File: src/rtl/eag_pkg.sv
package eag_pkg;

  typedef enum logic [3:0] {
    AM_NONE   = 4'd0,
    AM_ZP     = 4'd1,
    AM_ZPX    = 4'd2,
    AM_ZPY    = 4'd3,
    AM_ABS    = 4'd4,
    AM_ABSX   = 4'd5,
    AM_ABSY   = 4'd6,
    AM_INDX   = 4'd7,
    AM_INDY   = 4'd8,
    AM_ABSIND = 4'd9,
    AM_REL    = 4'd10
  } amode_e;

  // strobes from control to datapath
  typedef struct packed {
    logic capture;  // start accepted this cycle
    logic issueLo;  // low pointer byte read on the port
    logic issueHi;  // high pointer byte read on the port
    logic takeLo;   // low pointer byte present on read data
    logic finish;   // high pointer byte present on read data
  } eagStrobe_t;

  function automatic logic isIndirect(input logic [3:0] m);
    return (m == AM_INDX) || (m == AM_INDY) || (m == AM_ABSIND);
  endfunction

  function automatic logic hasAddr(input logic [3:0] m);
    return (m >= AM_ZP) && (m <= AM_REL);
  endfunction

  function automatic logic isZeroPage(input logic [3:0] m);
    return (m == AM_ZP) || (m == AM_ZPX) || (m == AM_ZPY);
  endfunction

endpackage

File: src/rtl/eag_ctrl.sv
module eag_ctrl
  import eag_pkg::*;
(
  input  logic       clk,
  input  logic       rstN,
  input  logic       start,
  input  logic [3:0] mode,
  output eagStrobe_t strobe,
  output logic       memRdEn,
  output logic       done
);

  typedef enum logic [1:0] {ST_IDLE, ST_RDLO, ST_RDHI, ST_FIN} state_e;

  state_e state, stateNext;

  always_comb begin
    strobe         = '0;
    strobe.capture = (state == ST_IDLE) && start;
    strobe.issueLo = (state == ST_RDLO);
    strobe.issueHi = (state == ST_RDHI);
    strobe.takeLo  = (state == ST_RDHI);
    strobe.finish  = (state == ST_FIN);
  end

  assign memRdEn = strobe.issueLo | strobe.issueHi;

  always_comb begin
    stateNext = state;
    unique case (state)
      ST_IDLE: if (start && isIndirect(mode)) stateNext = ST_RDLO;
      ST_RDLO: stateNext = ST_RDHI;
      ST_RDHI: stateNext = ST_FIN;
      ST_FIN:  stateNext = ST_IDLE;
      default: stateNext = ST_IDLE;
    endcase
  end

  always_ff @(posedge clk) begin
    if (!rstN) begin
      state <= ST_IDLE;
      done  <= 1'b0;
    end else begin
      state <= stateNext;
      done  <= (strobe.capture && !isIndirect(mode)) || strobe.finish;
    end
  end

  // the two pointer reads are issued back to back
  a_r10_read_pair: assert property (@(posedge clk) disable iff (!rstN)
    strobe.issueLo |=> (memRdEn && strobe.issueHi));

  // completion never follows a read request directly
  a_r10_no_early_done: assert property (@(posedge clk) disable iff (!rstN)
    memRdEn |=> !done);

  // a start during a pointer job does not restart it
  a_r11_busy_ignore: assert property (@(posedge clk) disable iff (!rstN)
    (strobe.issueLo && start) |=> (state == ST_RDHI));

endmodule

File: src/rtl/eag_datapath.sv
module eag_datapath
  import eag_pkg::*;
#(
  parameter int ADDR_W = 16,
  parameter int DATA_W = 8
) (
  input  logic              clk,
  input  logic              rstN,
  input  eagStrobe_t        strobe,
  input  logic [3:0]        mode,
  input  logic [DATA_W-1:0] opLo,
  input  logic [DATA_W-1:0] opHi,
  input  logic [DATA_W-1:0] idxX,
  input  logic [DATA_W-1:0] idxY,
  input  logic [ADDR_W-1:0] pcNext,
  input  logic [DATA_W-1:0] memRdData,
  output logic [ADDR_W-1:0] memAddr,
  output logic [ADDR_W-1:0] effAddr,
  output logic              addrValid
);

  localparam int HI_W = ADDR_W - DATA_W;

  logic [3:0]        modeQ;
  logic [DATA_W-1:0] yQ;
  logic [DATA_W-1:0] ptrLoQ;
  logic [ADDR_W-1:0] ptrBaseQ;

  logic [DATA_W-1:0] zpX, zpY;
  logic [ADDR_W-1:0] absBase, directAddr, ptrBase, ptrFull, relOff;

  assign zpX     = opLo + idxX;
  assign zpY     = opLo + idxY;
  assign absBase = {opHi, opLo};
  assign relOff  = {{HI_W{opLo[DATA_W-1]}}, opLo};

  // addresses resolved at the start edge
  always_comb begin
    unique case (mode)
      AM_ZP:   directAddr = {{HI_W{1'b0}}, opLo};
      AM_ZPX:  directAddr = {{HI_W{1'b0}}, zpX};
      AM_ZPY:  directAddr = {{HI_W{1'b0}}, zpY};
      AM_ABS:  directAddr = absBase;
      AM_ABSX: directAddr = absBase + {{HI_W{1'b0}}, idxX};
      AM_ABSY: directAddr = absBase + {{HI_W{1'b0}}, idxY};
      AM_REL:  directAddr = pcNext + relOff;
      default: directAddr = '0;
    endcase
  end

  // where the low pointer byte lives
  always_comb begin
    unique case (mode)
      AM_INDX: ptrBase = {{HI_W{1'b0}}, zpX};
      AM_INDY: ptrBase = {{HI_W{1'b0}}, opLo};
      default: ptrBase = absBase;
    endcase
  end

  // high byte read: low byte incremented without carry into the page
  always_comb begin
    if (strobe.issueHi)
      memAddr = {ptrBaseQ[ADDR_W-1:DATA_W], ptrBaseQ[DATA_W-1:0] + 1'b1};
    else
      memAddr = ptrBaseQ;
  end

  assign ptrFull = {memRdData, ptrLoQ};

  always_ff @(posedge clk) begin
    if (!rstN) begin
      modeQ     <= AM_NONE;
      yQ        <= '0;
      ptrLoQ    <= '0;
      ptrBaseQ  <= '0;
      effAddr   <= '0;
      addrValid <= 1'b0;
    end else begin
      if (strobe.capture) begin
        modeQ    <= mode;
        yQ       <= idxY;
        ptrBaseQ <= ptrBase;
        if (!isIndirect(mode)) begin
          effAddr   <= directAddr;
          addrValid <= hasAddr(mode);
        end
      end
      if (strobe.takeLo) ptrLoQ <= memRdData;
      if (strobe.finish) begin
        effAddr   <= (modeQ == AM_INDY) ? ptrFull + {{HI_W{1'b0}}, yQ} : ptrFull;
        addrValid <= 1'b1;
      end
    end
  end

  // zero-page results never leave page zero
  a_r3_zp_page: assert property (@(posedge clk) disable iff (!rstN)
    (strobe.capture && isZeroPage(mode)) |=> (effAddr[ADDR_W-1:DATA_W] == '0));

  // the second pointer read stays in the page of the first
  a_r7_same_page: assert property (@(posedge clk) disable iff (!rstN)
    strobe.issueHi |-> (memAddr[ADDR_W-1:DATA_W] == $past(memAddr[ADDR_W-1:DATA_W])));

  // address-less modes clear the valid flag
  a_r9_no_addr: assert property (@(posedge clk) disable iff (!rstN)
    (strobe.capture && !hasAddr(mode)) |=> !addrValid);

  // the result holds outside completion
  a_r12_hold: assert property (@(posedge clk) disable iff (!rstN)
    !(strobe.capture || strobe.finish) |=> ($stable(effAddr) && $stable(addrValid)));

endmodule

File: src/rtl/eff_addr_unit.sv
module eff_addr_unit
  import eag_pkg::*;
#(
  parameter int ADDR_W = 16,
  parameter int DATA_W = 8
) (
  input  logic              clk,
  input  logic              rstN,
  input  logic              start,
  input  logic [3:0]        mode,
  input  logic [DATA_W-1:0] opLo,
  input  logic [DATA_W-1:0] opHi,
  input  logic [DATA_W-1:0] idxX,
  input  logic [DATA_W-1:0] idxY,
  input  logic [ADDR_W-1:0] pcNext,
  output logic              memRdEn,
  output logic [ADDR_W-1:0] memAddr,
  input  logic [DATA_W-1:0] memRdData,
  output logic              done,
  output logic [ADDR_W-1:0] effAddr,
  output logic              addrValid
);

  eagStrobe_t strobe;

  eag_ctrl u_ctrl (
    .clk     (clk),
    .rstN    (rstN),
    .start   (start),
    .mode    (mode),
    .strobe  (strobe),
    .memRdEn (memRdEn),
    .done    (done)
  );

  eag_datapath #(.ADDR_W(ADDR_W), .DATA_W(DATA_W)) u_dp (
    .clk       (clk),
    .rstN      (rstN),
    .strobe    (strobe),
    .mode      (mode),
    .opLo      (opLo),
    .opHi      (opHi),
    .idxX      (idxX),
    .idxY      (idxY),
    .pcNext    (pcNext),
    .memRdData (memRdData),
    .memAddr   (memAddr),
    .effAddr   (effAddr),
    .addrValid (addrValid)
  );

endmodule

File: config.mk
export PLATFORM = sky130hd
export DESIGN_NAME = eff_addr_unit
export DESIGN_NICKNAME = d
export VERILOG_FILES = /design/src/rtl/eag_pkg.sv /design/src/rtl/eag_ctrl.sv /design/src/rtl/eag_datapath.sv /design/src/rtl/eff_addr_unit.sv
export SDC_FILE = /design/constraint.sdc
export NUM_CORES = 1
export LEC_CHECK = 0
export BUFFER_PORTS_ARGS = -buffer_cell sky130_fd_sc_hd__buf_2
export CAP_MARGIN = 0
export CORE_ASPECT_RATIO = 0.5
export CORE_MARGIN = 3
export CORE_UTILIZATION = 62
export CTS_BUF_LIST = sky130_fd_sc_hd__clkbuf_8 sky130_fd_sc_hd__clkbuf_16
export DETAILED_ROUTE_END_ITERATION = 8
export PLACE_DENSITY = 0.87
export SLEW_MARGIN = 10
export SYNTH_ARGS = -nofsm -noshare
export SYNTH_HDL_FRONTEND = slang
export SYNTH_SLANG_ARGS = --single-unit
File: constraint.sdc
create_clock -name clk -period 6.3 [get_ports clk]
set_input_delay 1.26 -clock clk [delete_from_list [all_inputs] [get_ports clk]]
set_output_delay 1.26 -clock clk [all_outputs]
set_load 0.03 [all_outputs]
==> results.ini, run 1 <==
[setup_path]
crit_fanout = 12
critical_path_class = in2reg
endpoint_kind = flop
critPathLaunchType = primary input
cp_data_arrival_time_ns = 4.72
worstPathRequired_ns = 6.49

[power]
p_leak_nw = 2.61
finalPower_mw = 1.50
powerDensity_nw_per_um2 = 249
ir_drop_uv = 158

[grt]
grt_pass1_vias = 4826
grt_overflow = 0
grt_max_degree = 57
track_usage = 0.307
grt_pass1_wl_um = 25000
antenna_found_initial = 1

[synthesis]
async_flop_share = 0
syn-instance-count = 674
synth_area_per_cell_um2 = 8.05
yosysMostFrequentCell = nand2_1
yosysTopAreaCell = dfxtp_1
ys_ff_latch = 56
syn_nets = 794
yosys-top-cells-count = nand2_1 (74), dfxtp_1 (56), ha_1 (52)
yosys_warnings = 0
synth_edf_count = 0
ys_dominant_reg_cell = dfxtp_1
ys_seq_area_frac = 0.207
synth_top_area_frac = 0.207
ys_types = 69
synth.area.top_cells = dfxtp_1 (21%), ha_1 (12%), xnor2_1 (5.2%), nand2_1 (5.1%), o21ai_0 (4.3%)
syn-cell-area_um2 = 5430

[drt]
viasPerCell = 6.42
firstDrtPassIters = 5
avgRoutedWirePerCell_um = 18.8
wl_um = 16000
antenna_left = 0
first_iter_violations = 577
route.vias.total = 5479
drc_errors = 0

[sta]
tightest_slew_ns = 1.02
final.setup.tns_ns = 0
finalCritPeriodShare = 0.718
setup_viol = 0
skew_ns = 0.00878
finalWorstSetupSlack_ns = 1.77
finalCriticalPeriod_ns = 4.53
finalMaxSlewViolations = 0
maxSlewHeadroom = 0.315
hold_viol_final = 0
rsz0062_at_grt = false
timing.fmax_mhz = 221

[finish]
fillers = 663
final_cells = 854
drive_gt1_frac = 0.170
n_antenna_cell = 0
syn2layout_area_growth_pct = 11.1
nets = 861
fin_area_um2 = 6030
seq_area_um2 = 1120
multi_input_area_um2 = 4040

[clock_network]
h-tree-depth = 2
cts_resized = 0
cts_hold_buf = 0
clock_latency_ns = 0.30
post_cts_buffers = 0
clkSinkCount = 56
tritoncts = built
clk_pin_slew_ns = 0.08
cts-root-buf = clkbuf_16
clockBufferDepth = 2
cts_buffers = 5

[placement]
hpwl_um = 12400
dp_cells = 846
gp_congestion = 0.919
port-buffer-count = 97
placed_cell_area_um2 = 5880
dp_slack_ns = 1.55

[floorplanning]
fp.dieW_um = 138
coreArea_um2 = 8260
dieHeight_um = 72.1
start_util = 0.657
dieArea_um2 = 9980
rows = 23
pin_count = 98

[run_status]
status = complete, no violations

[hold_path]
hold_path.class = reg2reg

[job]
max-cap-violations = 0

## per-stage QoR
| stage | utilization | hold WS [ns] |
|---|---|---|
| 5_1_grt | 0.730 | 0.499 |
| 4_1_cts | 0.730 | 0.474 |
| 3_5_place_dp | 0.712 | 0.464 |
| 6_report | 0.730 | 0.471 |
| 3_3_place_gp | 0.712 | 0.459 |
| 2_1_floorplan | - | 0.447 |
## worst max-delay path: stages
cell	delay (ns)
buf_2	0.24
nand2b_1	0.17
nor3b_2	0.69
mux2_2	0.41
ha_1	0.19
inv_1	0.07
fa_1	0.19
nand3b_1	0.13
a21boi_1	0.10
a211o_1	0.40
and3_1	0.25
a221oi_1	0.27
nor2_1	0.07
a211o_1	0.27
## area by class of cell
| class | instances | share of cell area |
|---|---|---|
| Multi-Input combinational cell | 559 | 0.671 |
| Sequential cell | 56 | 0.186 |
| Timing Repair Buffer | 99 | 0.0831 |
| Tap cell | 112 | 0.0233 |
| Clock buffer | 5 | 0.0208 |
| Inverter | 20 | 0.0125 |
| Clock inverter | 3 | 0.00332 |
## final timing paths
check / end / startpoint / slack, ns / cells past startpoint
setup / recovery: u_dp.effAddr[14] / mode[2] / 1.77 / 14
hold / removal: u_dp.yQ[7] / u_dp.yQ[7] / 0.47 / 2
setup reg to reg: u_dp.effAddr[5] / u_ctrl.state[0] / 3.70 / 10
hold reg to reg: u_dp.yQ[7] / u_dp.yQ[7] / 0.47 / 2
## cell families (layout without fill, tap and decap cells)
logic type | Yosys count | in the layout | share of synthesized area
AOI/OAI and AO/OA | 223 | 223 | 0.284
and+or+nand+nor | 200 | 200 | 0.187
buffers and inverters | 59 | 127 | 0.0489
adders and majority gates | 57 | 57 | 0.138
DFF | 56 | 56 | 0.207
xor gates and xnor gates | 54 | 54 | 0.0872
muxes | 25 | 25 | 0.0482
## flip-flops by register name (all words and copies together) (netlist names)
name and flops:
u_dp.addrValid 1, u_dp.effAddr 16, u_ctrl.done 1, u_dp.ptrBaseQ 16, u_dp.ptrLoQ 8, u_dp.yQ 8, u_dp.modeQ 4, u_ctrl.state 2
## cells in the final DEF (no fill, tap or decap), drive strengths merged, types with 4 or more instances in the layout
cell and n:
nand2 74, nor2 31, xnor2 32, xor2 22
o21a 7, buf 99, o21bai 4, nor2b 25
o21ai 51, o211ai 10, mux2 9, a22oi 19
a21boi 15, fa 5, nand2b 6, and2 9
a211o 4, and3 7, a211oi 9, a31oi 10
a21o 11, dfxtp 56, clkbuf 5, mux2i 16
a221oi 10, inv 21, a41oi 4, nand3 16
o211a 7, a21oi 38, nand4 5, nor3b 5
nor3 11, ha 52
## per-layer routing
layer	up-vias	part of all wire	GRT usage	routed length (um)
met5	-	0.00062	0	10
met4	2	0.0087	0.0559	140
met3	14	0.12	0.0711	1920
met2	284	0.42	0.468	6760
met1	2567	0.45	0.451	7190
li1	2612	-	-	-
## where the power goes
group	total, mW	internal, mW	switching (mW)
Sequential	0.479	0.424	0.0549
Clock	0.283	0.147	0.136
Combinational	0.739	0.267	0.472
Power figures use the tool's default switching activity.
==> run 2, diff against run 1 <==
Settings changed: CORE_UTILIZATION 62 to 52, PLACE_DENSITY 0.87 to 0.78.
Clock period 6.3 ns to 3.9 ns, I/O delays scaled along.
==> run 2 against run 1 <==
Utilization fell by 10 points. Combinational power up 62%. First-iteration DRC count down 29%. Non-clock buffer count is 15 higher. Die area increased by 18%. Routed wire length is 1.1% lower. Sequential power grew 61%. Global-route usage is 4.3 points lower. Cell area rose by 2.3%. Via count down 1.8%.
==> results.ini, run 2 (synthesis results as in run 1) <==
[sta]
finalMaxSlewViolations = 0
finalCriticalPeriod_ns = 3.64
tightest_slew_ns = 0.885
skew_ns = 0.0108
timing.hold.ws_ns = 0.474
maxSlewHeadroom = 0.405
rsz0062_at_grt = false
hold_viol_final = 0
final.setup.tns_ns = 0
finalCritPeriodShare = 0.933
setup_viol = 0
timing.fmax_mhz = 275

[drt]
viasPerCell = 6.03
wl_met1_um = 7320
first_iter_violations = 410
drc_errors = 0
antenna_left = 0
firstDrtPassIters = 7
wl_met3_um = 1660
wl_um = 15900
avgRoutedWirePerCell_um = 17.8
route.vias.total = 5382
met2_length_um = 6690
top_layer = met4

[clock_network]
tritoncts = built
cts-root-buf = clkbuf_16
post_cts_buffers = 0
clockBufferDepth = 2
cts_resized = 0
clk_pin_slew_ns = 0.08
clock_latency_ns = 0.29
cts_hold_buf = 0
cts_buffers = 5
clkSinkCount = 56
h-tree-depth = 2

[finish]
n_antenna_cell = 0
final_cells = 892
reg_top3 = u_dp.effAddr: 16 flops, u_dp.ptrBaseQ: 16 flops
syn2layout_area_growth_pct = 13.6
mostFrequentLayoutCells = buf_2 (97), nand2_1 (74), dfxtp_1 (56), ha_1 (52), o21ai_0 (47)
drive_gt1_frac = 0.186
final_common_cell = buf_2
nets = 876

[placement]
dp_cells = 884
gp_congestion = 0.950
port-buffer-count = 97
hpwl_um = 12600

[floorplanning]
coreArea_um2 = 9790
fp.dieW_um = 150
pin_count = 98
dieHeight_um = 78.2
start_util = 0.554
rows = 25
dieArea_um2 = 11800

[grt]
grt_max_degree = 37
grt_overflow = 0
grt_pass1_wl_um = 25200
antenna_found_initial = 0
grt_pass1_vias = 4878
track_usage = 0.265

[job]
max-cap-violations = 0

[power]
p_leak_nw = 2.68
pwr-share-clk = 0.187
p_switching_mw = 1.06
power_frac_seq = 0.319
p_sw_frac = 0.435
ir_drop_uv = 259
powerDensity_nw_per_um2 = 394
p_comb_frac = 0.495
internal_power_mw = 1.37

[run_status]
status = complete, no violations

[setup_path]
reg2reg_setup_slack_ns = 1.25
cp_data_arrival_time_ns = 3.81
critPathLaunchType = primary input
critical_path_class = in2reg
endpoint_kind = flop
crit_fanout = 8
worstPathRequired_ns = 4.07

[hold_path]
hold_path.class = reg2reg

## run 2: layer usage
metal	up-vias	GRT usage
li1	2628	-
met4	0	0.0474
met5	-	0
met3	18	0.0611
met2	242	0.390
met1	2494	0.394
## run 2: worst paths after layout
check | depth (start not counted) | endpoint | start
worst max register to register | 10 | u_dp.effAddr[14] | u_dp.ptrLoQ[0]
worst min register to register | 2 | u_dp.yQ[2] | u_dp.yQ[2]
worst max-delay path | 13 | u_dp.effAddr[5] | mode[3]
worst min-delay path | 2 | u_dp.yQ[2] | u_dp.yQ[2]
## run 2: power by group through the flow
| stage | logic, mW | registers, mW | clock network [mW] |
|---|---|---|---|
| after floorplan | 0.822 | 0.820 | 0 |
| after global placement | 1.15 | 0.779 | 0 |
| after detailed placement | 1.18 | 0.782 | 0 |
| after CTS | 1.19 | 0.771 | 0.455 |
| after global routing | 1.31 | 0.785 | 0.481 |
| final | 1.20 | 0.773 | 0.453 |
## run 2: cell type report
cell class	instances	area, um2
flip-flops and latches	56	1120
repair buffers	114	613
fillers	881	3630
clock buffers	5	125
inverters	20	75.1
well taps	135	169
clock inverters	3	22.5
multi-input cells	559	4040
## run 2: metrics by stage
| stage | worst slack, ns | power, mW | util | area, um2 |
|---|---|---|---|---|
| global route | 0.0742 | 2.58 | 0.630 | 6160 |
| finish | 0.260 | 2.43 | 0.630 | 6160 |
| detailed placement | 0.0297 | 1.96 | 0.615 | 6020 |
| global placement | 0.0406 | 1.93 | 0.615 | 6020 |
| CTS | 0.330 | 2.41 | 0.630 | 6160 |
| floorplan | 0.103 | 1.64 | - | 5430 |
## run 2: critical path, stage by stage
cell      delay, ns
buf_2          0.10
nand2b_1       0.19
nor3b_2        0.20
buf_4          0.21
mux2_2         0.37
ha_1           0.31
a21o_1         0.20
a221oi_2       0.39
xor2_1         0.18
o221ai_1       0.14
a221oi_1       0.47
buf_4          0.21
o21ai_0        0.06
==> run 3, diff against run 2 <==
Settings changed: RECOVER_POWER set to 100.
==> run 3 against run 2 <==
Sequential power is essentially flat. Critical path depth is the same. Fmax is 3.1% lower. Sequential cell count is the same. Sequential share of layout area increased by 0.22 points. Global-route usage did not move. Combinational power is essentially flat. Non-clock buffer count unchanged. Final cell count did not move. Register-to-register slack about the same. Via count is 0.63% lower. Die area unchanged. Largest power group unchanged. Highest routed layer unchanged.
==> results.ini, run 3 (synthesis results as in run 1) <==
[run_status]
status = complete, no violations

[setup_path]
cp_data_arrival_time_ns = 3.93
r2r_end = u_dp.effAddr[14]
critical_path_class = in2reg
critPathLaunchType = primary input
reg2regPathDepth = 10
critPathLaunch = mode[3]
crit_end = u_dp.effAddr[5]
reg2reg_setup_slack_ns = 1.24
worstPathRequired_ns = 4.07
crit_fanout = 8
r2r_start = u_dp.ptrLoQ[0]
endpoint_kind = flop

[placement]
gp_congestion = 0.950
port-buffer-count = 97
hpwl_um = 12600
dp_slack_ns = 0.0297

[clock_network]
cts_hold_buf = 0
clk_pin_slew_ns = 0.08
tritoncts = built
cts_buffers = 5
cts_resized = 0
clkSinkCount = 56
clockBufferDepth = 2
clock_latency_ns = 0.29
h-tree-depth = 2
post_cts_buffers = 0
cts-root-buf = clkbuf_16

[grt]
grt_pass1_wl_um = 25200
antenna_found_initial = 0
grt_pass1_vias = 4878
grt_overflow = 0
track_usage = 0.265
grt_max_degree = 37

[sta]
final.setup.tns_ns = 0
rsz0062_at_grt = false
finalCritPeriodShare = 0.963
finalCriticalPeriod_ns = 3.76
timing.hold.ws_ns = 0.477
tightest_slew_ns = 0.886
finalWorstSetupSlack_ns = 0.144
hold_viol_final = 0
maxSlewHeadroom = 0.405
finalMaxSlewViolations = 0
skew_ns = 0.0107
setup_viol = 0
timing.fmax_mhz = 266

[floorplanning]
rows = 25
coreArea_um2 = 9790
pin_count = 98
dieArea_um2 = 11800
dieHeight_um = 78.2
start_util = 0.554
fp.dieW_um = 150

[finish]
multi_input_area_um2 = 4030
final_common_cell = nand2_1
drive_gt1_frac = 0.128
fillers = 907
nets = 876
reg_top3 = u_dp.effAddr: 16 flops, u_dp.ptrBaseQ: 16 flops
n_antenna_cell = 0
syn2layout_area_growth_pct = 12.3
mostFrequentLayoutCells = nand2_1 (74), buf_2 (59), dfxtp_1 (56), ha_1 (52), o21ai_0 (47)
seq_area_um2 = 1120

[power]
finalPower_mw = 2.40
ir_drop_uv = 261
power_frac_seq = 0.323
pwr-share-clk = 0.189
p_comb_frac = 0.489
p_switching_mw = 1.06
p_leak_nw = 2.51
internal_power_mw = 1.34
powerDensity_nw_per_um2 = 394
p_sw_frac = 0.441

[drt]
antenna_left = 0
route.vias.total = 5348
avgRoutedWirePerCell_um = 17.8
firstDrtPassIters = 5
first_iter_violations = 432
viasPerCell = 6.00
wl_um = 15900
drc_errors = 0

[hold_path]
hold_path.class = reg2reg

[job]
max-cap-violations = 0

## run 3: metal layers
layer,GRT usage,part of all wire
met5,0,0
met4,0.0474,0.0079
met3,0.0611,0.10
met2,0.390,0.42
met1,0.394,0.47
## run 3: worst max-delay path: stages
cell,delay [ns]
clkbuf_1,0.08
nand2b_1,0.20
nor3b_2,0.22
buf_4,0.21
mux2_2,0.37
ha_1,0.31
a21o_1,0.19
a221oi_1,0.54
xor2_1,0.19
o221ai_1,0.14
a221oi_1,0.44
buf_4,0.20
o21ai_0,0.06
## run 3: how the worst min path moves through the flow
stage                               start               to  cells after the start
after global placement    u_dp.effAddr[3]  u_dp.effAddr[3]                      2
after detailed placement       u_dp.yQ[2]       u_dp.yQ[2]                      2
after global routing        u_dp.modeQ[2]    u_dp.modeQ[2]                      2
final                          u_dp.yQ[2]       u_dp.yQ[2]                      2
after CTS                      u_dp.yQ[2]       u_dp.yQ[2]                      2
after floorplan                u_dp.yQ[3]       u_dp.yQ[3]                      2
## run 3: area by class of cell
type | count | area share
inverters | 20 | 0.0123
flip-flops and latches | 56 | 0.184
well taps | 135 | 0.0277
clock buffers | 5 | 0.0205
repair buffers | 114 | 0.0898
clock inverters | 3 | 0.00370
multi-input cells | 559 | 0.662
## run 3: power groups by stage
stage | registers (mW) | logic (mW) | clock network (mW)
finish | 0.774 | 1.17 | 0.453
global route | 0.787 | 1.29 | 0.481
CTS | 0.771 | 1.19 | 0.455
detailed placement | 0.782 | 1.18 | 0
global placement | 0.779 | 1.15 | 0
floorplan | 0.820 | 0.822 | 0
## run 3: metrics by stage
stage	instances	cell area (um2)	utilization
after global routing	892	6090	0.622
after CTS	892	6160	0.630
after floorplan	674	5430	-
after global placement	884	6020	0.615
final	892	6090	0.622
after detailed placement	884	6020	0.615
